===== src/rtl/avg_verdict_pkg.sv =====
package avg_verdict_pkg;
  typedef enum logic [1:0] {
    V_NONE    = 2'b00,
    V_ACCEPT  = 2'b01,
    V_REJECT  = 2'b10,
    V_UNKNOWN = 2'b11
  } verdict_e;

  typedef struct packed {
    logic clear;
    logic accumulate;
  } dp_ctrl_t;

  typedef struct packed {
    logic belowRunLow;
    logic aboveRunHigh;
    logic belowFinLow;
    logic aboveFinHigh;
    logic atLimit;
  } dp_cmp_t;
endpackage


===== src/rtl/avg_verdict_dp.sv =====
module avg_verdict_dp
  import avg_verdict_pkg::*;
#(
  parameter int DIST_W    = 16,
  parameter int MAX_COUNT = 703
) (
  input  logic              clk,
  input  logic              rst_n,
  input  dp_ctrl_t          ctrl,
  input  logic [DIST_W-1:0] distIn,
  input  logic [DIST_W-1:0] thrRunLow,
  input  logic [DIST_W-1:0] thrFinLow,
  input  logic [DIST_W-1:0] thrFinHigh,
  input  logic [DIST_W-1:0] thrRunHigh,
  output dp_cmp_t           cmp
);
  localparam int CNT_W = $clog2(MAX_COUNT + 1);
  localparam int SUM_W = DIST_W + CNT_W;

  logic [SUM_W-1:0] sumQ, newSum;
  logic [CNT_W-1:0] countQ, newCount;
  logic [SUM_W-1:0] scaled [4];

  assign newSum   = sumQ + SUM_W'(distIn);
  assign newCount = countQ + CNT_W'(1);

  // each bound times the new count, no division needed
  logic [DIST_W-1:0] thrVec [4];
  assign thrVec[0] = thrRunLow;
  assign thrVec[1] = thrFinLow;
  assign thrVec[2] = thrFinHigh;
  assign thrVec[3] = thrRunHigh;

  for (genvar i = 0; i < 4; i++) begin : g_scale
    assign scaled[i] = SUM_W'(thrVec[i]) * SUM_W'(newCount);
  end

  always_comb begin
    cmp.belowRunLow  = newSum < scaled[0];
    cmp.belowFinLow  = newSum < scaled[1];
    cmp.aboveFinHigh = newSum > scaled[2];
    cmp.aboveRunHigh = newSum > scaled[3];
    cmp.atLimit      = newCount == CNT_W'(MAX_COUNT);
  end

  always_ff @(posedge clk or negedge rst_n) begin
    if (!rst_n) begin
      sumQ   <= '0;
      countQ <= '0;
    end else if (ctrl.clear) begin
      sumQ   <= '0;
      countQ <= '0;
    end else if (ctrl.accumulate) begin
      sumQ   <= newSum;
      countQ <= newCount;
    end
  end

  // count never passes the observation limit
  p_count_bound_r5: assert property (@(posedge clk) disable iff (!rst_n)
    countQ <= CNT_W'(MAX_COUNT));

  // state frozen when no strobe
  p_frozen_r7: assert property (@(posedge clk) disable iff (!rst_n)
    (!ctrl.clear && !ctrl.accumulate) |=> ($stable(sumQ) && $stable(countQ)));

  // clear empties the state
  p_clear_r1: assert property (@(posedge clk) disable iff (!rst_n)
    ctrl.clear |=> (sumQ == '0 && countQ == '0));
endmodule


===== src/rtl/avg_verdict_ctl.sv =====
module avg_verdict_ctl
  import avg_verdict_pkg::*;
(
  input  logic     clk,
  input  logic     rst_n,
  input  logic     startClr,
  input  logic     distValid,
  input  dp_cmp_t  cmp,
  output dp_ctrl_t ctrl,
  output logic     done,
  output verdict_e verdict
);
  verdict_e nextVerdict;
  logic     take;

  assign take            = distValid && !done && !startClr;
  assign ctrl.clear      = startClr;
  assign ctrl.accumulate = take;

  always_comb begin
    nextVerdict = V_NONE;
    if (cmp.belowRunLow)       nextVerdict = V_ACCEPT;
    else if (cmp.aboveRunHigh) nextVerdict = V_REJECT;
    else if (cmp.atLimit) begin
      if (cmp.belowFinLow)       nextVerdict = V_ACCEPT;
      else if (cmp.aboveFinHigh) nextVerdict = V_REJECT;
      else                       nextVerdict = V_UNKNOWN;
    end
  end

  always_ff @(posedge clk or negedge rst_n) begin
    if (!rst_n) begin
      done    <= 1'b0;
      verdict <= V_NONE;
    end else if (startClr) begin
      done    <= 1'b0;
      verdict <= V_NONE;
    end else if (take && nextVerdict != V_NONE) begin
      done    <= 1'b1;
      verdict <= nextVerdict;
    end
  end

  // verdict held until clear
  p_hold_r7: assert property (@(posedge clk) disable iff (!rst_n)
    (done && !startClr) |=> (done && $stable(verdict)));

  // clear wins over a sample
  p_clear_wins_r9: assert property (@(posedge clk) disable iff (!rst_n)
    startClr |=> (!done && verdict == V_NONE));

  // done and a nonzero code move together
  p_done_code_r8: assert property (@(posedge clk) disable iff (!rst_n)
    done == (verdict != V_NONE));

  // unknown only when the limit is reached
  p_unknown_limit_r5: assert property (@(posedge clk) disable iff (!rst_n)
    (take && !cmp.atLimit) |=> (verdict != V_UNKNOWN));
endmodule


===== src/rtl/avg_verdict_unit.sv =====
module avg_verdict_unit
  import avg_verdict_pkg::*;
#(
  parameter int DIST_W    = 16,
  parameter int MAX_COUNT = 703
) (
  input  logic              clk,
  input  logic              rst_n,
  input  logic              startClr,
  input  logic              distValid,
  input  logic [DIST_W-1:0] distIn,
  input  logic [DIST_W-1:0] thrRunLow,
  input  logic [DIST_W-1:0] thrFinLow,
  input  logic [DIST_W-1:0] thrFinHigh,
  input  logic [DIST_W-1:0] thrRunHigh,
  output logic              done,
  output logic [1:0]        verdict
);
  dp_ctrl_t ctrl;
  dp_cmp_t  cmp;
  verdict_e verdictE;

  avg_verdict_dp #(.DIST_W(DIST_W), .MAX_COUNT(MAX_COUNT)) u_dp (
    .clk(clk), .rst_n(rst_n), .ctrl(ctrl), .distIn(distIn),
    .thrRunLow(thrRunLow), .thrFinLow(thrFinLow),
    .thrFinHigh(thrFinHigh), .thrRunHigh(thrRunHigh), .cmp(cmp));

  avg_verdict_ctl u_ctl (
    .clk(clk), .rst_n(rst_n), .startClr(startClr), .distValid(distValid),
    .cmp(cmp), .ctrl(ctrl), .done(done), .verdict(verdictE));

  assign verdict = verdictE;
endmodule


===== config.mk =====
export PLATFORM = sky130hd
export DESIGN_NAME = avg_verdict_unit
export DESIGN_NICKNAME = d
export VERILOG_FILES = /design/src/rtl/avg_verdict_pkg.sv /design/src/rtl/avg_verdict_dp.sv /design/src/rtl/avg_verdict_ctl.sv /design/src/rtl/avg_verdict_unit.sv
export SDC_FILE = /design/constraint.sdc
export NUM_CORES = 2
export LEC_CHECK = 0
export CAP_MARGIN = 20
export CORE_MARGIN = 4
export CORE_UTILIZATION = 70
export CTS_CLUSTER_SIZE = 24
export DETAILED_ROUTE_END_ITERATION = 8
export DONT_BUFFER_PORTS = 1
export PLACE_DENSITY_LB_ADDON = 0.25
export SLEW_MARGIN = 20
export SYNTH_ARGS = -nofsm -noshare
export SYNTH_HDL_FRONTEND = slang
export SYNTH_SLANG_ARGS = --single-unit

===== constraint.sdc =====
create_clock -name clk -period 13.1 [get_ports clk]
set_clock_uncertainty 0.15 [all_clocks]
set_input_delay 1.965 -clock clk [delete_from_list [all_inputs] [get_ports clk]]
set_output_delay 1.965 -clock clk [all_outputs]
set_load 0.01 [all_outputs]

==> impl_metrics.tcl <==
set metrics [dict create \
    max_stage_delay_ns 0.74 \
    grt_pass1_vias 22015 \
    critPathKind "flop to flop" \
    synth_common_cells "540 x inv_1, 441 x fa_1, 394 x nand2_1, 364 x ha_1, 253 x and2_1" \
    io_buffer_count 0 \
    cts_tree "done" \
    rr_worst_depth 34 \
    cts_root_buf "clkbuf_16" \
    antenna_found_initial 0 \
    syn_inst 3010 \
    clock.fmax_mhz 93.1 \
    ir_drop_v 0.0000807 \
    areaGrowthSynthToFinish_pct 2.18 \
    die_w_um 198 \
    setup_viol 0 \
    core-area_um2 35700 \
    holdCritPathClass "flop to flop" \
    crit_start "u_dp.countQ[0]$_DFFE_PN0P_" \
    overflow 0 \
    slew_violations 0 \
    synth-seq-cells 39 \
    synth_ff_type "dfrtp_1" \
    tns_ns 0 \
    yosysWarnings 0 \
    fin_crit_sh_pct 82.0 \
    crit_arrival_ns 10.77 \
    reg2reg_from "u_dp.countQ[0]$_DFFE_PN0P_" \
    yosysTopAreaCellShare_pct 34.8 \
    synthArstFlopShare_pct 100 \
    synth_most_common_cell "inv_1" \
    drive_gt1_share_pct 2.06 \
    r2r_setup_slack_ns 2.36 \
    die-area_um2 39400 \
    cts.sinks 39 \
    r2r-end "u_ctl.verdict[0]$_DFFE_PN0P_" \
    antenna-diode-count 0 \
    synth_top_area_cell "fa_1" \
    instances_no_fill 3374 \
    grtUsageTotal_pct 33.6 \
    synth_nets 3899 \
    num_vias 20301 \
    cts-buffers-inserted 5 \
    via_per_inst 6.02 \
    drc 0 \
    slew_headroom_pct 16.0 \
    synth_edf_count 0 \
    globalplace.congestion 0.938 \
    synth.area.top_cells "fa_1 35%, ha_1 18%, inv_1 8.0%" \
    pin_count 87 \
    period_needed_ns 10.74 \
    rows 69 \
    cpMostUsedCell "fa_1" \
    drv_cap 0 \
    hold_buffers 0 \
    wirelength_um 63000 \
    hpwl_um 50100 \
    wire_per_inst_um 18.7 \
    worst_slew_pin_slew_ns 1.26 \
    cts_setup_buffers 0 \
    cts_max_level 2 \
    die_h_um 198 \
    drt-initial-drc-count 1270 \
    post_cts_resized 0 \
    endpoint_kind "flop" \
    p_leak_nw 13.6 \
    setup.worst_path.end "u_ctl.verdict[0]$_DFFE_PN0P_" \
    yosysSeqAreaShare_pct 3.84 \
    worstPathRequired_ns 13.13 \
    start_util_pct 71.2 \
    cp-start-kind "flop" \
    grt_max_degree 61 \
    cts.clk_slew.worst_paths_ns 0.06 \
    cp_slowest_cell "dfrtp_1" \
    synth_cell_type_count 68 \
    powerDensity_nw_per_um2 112 \
    first_pass_iters 6 \
    dpl.cell_count 3367 \
    rsz0062_at_grt "false" \
    finalHoldViolCount 0 \
    fin_nets 3802 \
    postRouteAntennaNets 0 \
    grt_pass1_wl_um 108000 \
    clk_latency_ns 0.30 \
    crit_fanout 60 \
    cts_buffer_depth 2 \
    synth.avg_cell_area_um2 8.44 \
    netlist_area_um2 25400 \
    status "complete, no violations" \
]
[worst min path at each step]
stage | cells past startpoint | startpoint | end
2_1_floorplan | 2 | u_dp.sumQ[0]$_DFFE_PN0P_ | u_dp.sumQ[0]$_DFFE_PN0P_
3_3_place_gp | 2 | u_dp.sumQ[7]$_DFFE_PN0P_ | u_dp.sumQ[7]$_DFFE_PN0P_
3_5_place_dp | 2 | u_dp.sumQ[7]$_DFFE_PN0P_ | u_dp.sumQ[7]$_DFFE_PN0P_
4_1_cts | 2 | u_dp.sumQ[7]$_DFFE_PN0P_ | u_dp.sumQ[7]$_DFFE_PN0P_
5_1_grt | 2 | u_dp.sumQ[4]$_DFFE_PN0P_ | u_dp.sumQ[4]$_DFFE_PN0P_
6_report | 2 | u_dp.sumQ[4]$_DFFE_PN0P_ | u_dp.sumQ[4]$_DFFE_PN0P_
[power breakdown]
| part | total, mW | internal [mW] | switching [mW] |
|---|---|---|---|
| Combinational | 2.62 | 1.07 | 1.55 |
| Sequential | 0.157 | 0.137 | 0.0198 |
| Clock | 0.131 | 0.0747 | 0.0567 |
[metrics by stage]
stage / util, % / instance area [um^2] / hold WS [ns] / setup WS [ns] / power [mW]
after floorplan: - / 25400 / 0.356 / 4.26 / 2.12
after global placement: 72.3 / 25800 / 0.358 / 3.05 / 2.60
after detailed placement: 72.4 / 25800 / 0.364 / 2.78 / 2.72
after CTS: 72.8 / 25900 / 0.373 / 2.68 / 2.87
after global routing: 72.8 / 25900 / 0.389 / 1.85 / 3.29
final: 72.8 / 25900 / 0.370 / 2.36 / 2.91
[final cells by class]
type                       count  area, um^2
clock buffer                   6         139
clock inverter                 1        5.00
fill                        2709        9710
inverter                     541        2030
multi-input combinational   2302       22000
sequential                    39         976
tap                          461         577
timing repair buffer          24         180
[cells in the final DEF, fill, tap and decap left out, types with 15 or more instances in the layout]
cell type	instances
a21oi_1	120
nor2_1	78
xor2_1	60
nand2b_1	77
nor2b_1	61
nand4_1	16
nand3_1	41
and2_1	253
fa_1	441
nor3_1	25
and3_1	20
xnor2_1	57
nand2_1	394
dfrtp_1	39
buf_4	24
o21ai_0	68
inv_1	540
a21o_1	43
ha_1	363
a211oi_1	16
o21a_1	15
[cells by family (layout without fill, tap and decap cells)]
logic type,Yosys count,in the layout,synth area share (%)
AOI/OAI and AO/OA,361,361,9.14
xor gates and xnor gates,128,128,4.41
adders and majority gates,805,805,52.7
buffers and inverters,669,572,9.89
DFF,39,39,3.84
muxes,2,2,0.0838
and+or+nand+nor,1006,1006,19.9
[worst max-delay path: cells and delay by family (launching register included)]
| family | cells | cell delay, ns |
|---|---|---|
| adders and majority gates | 7 | 2.88 |
| AOI/OAI and AO/OA | 8 | 1.96 |
| buffers and inverters | 4 | 0.78 |
| and+or+nand+nor | 13 | 3.71 |
| DFF | 1 | 0.74 |
| xor gates and xnor gates | 2 | 0.39 |
[sequential cells by signal, indices dropped and copies added (netlist names)]
name           flops
u_dp.sumQ         26
u_ctl.verdict      2
u_ctl.done         1
u_dp.countQ       10
[layer usage]
| metal | track usage, % | routed length, um | vias to the layer above | share of wire [%] |
|---|---|---|---|---|
| li1 | - | - | 9253 | - |
| met1 | 44.1 | 25400 | 10072 | 40 |
| met2 | 56.5 | 29700 | 821 | 47 |
| met3 | 6.59 | 5410 | 155 | 8.6 |
| met4 | 11.4 | 2490 | 0 | 3.9 |
| met5 | 0 | 0 | - | 0 |
Note: power is estimated with default switching activity, not from simulation.
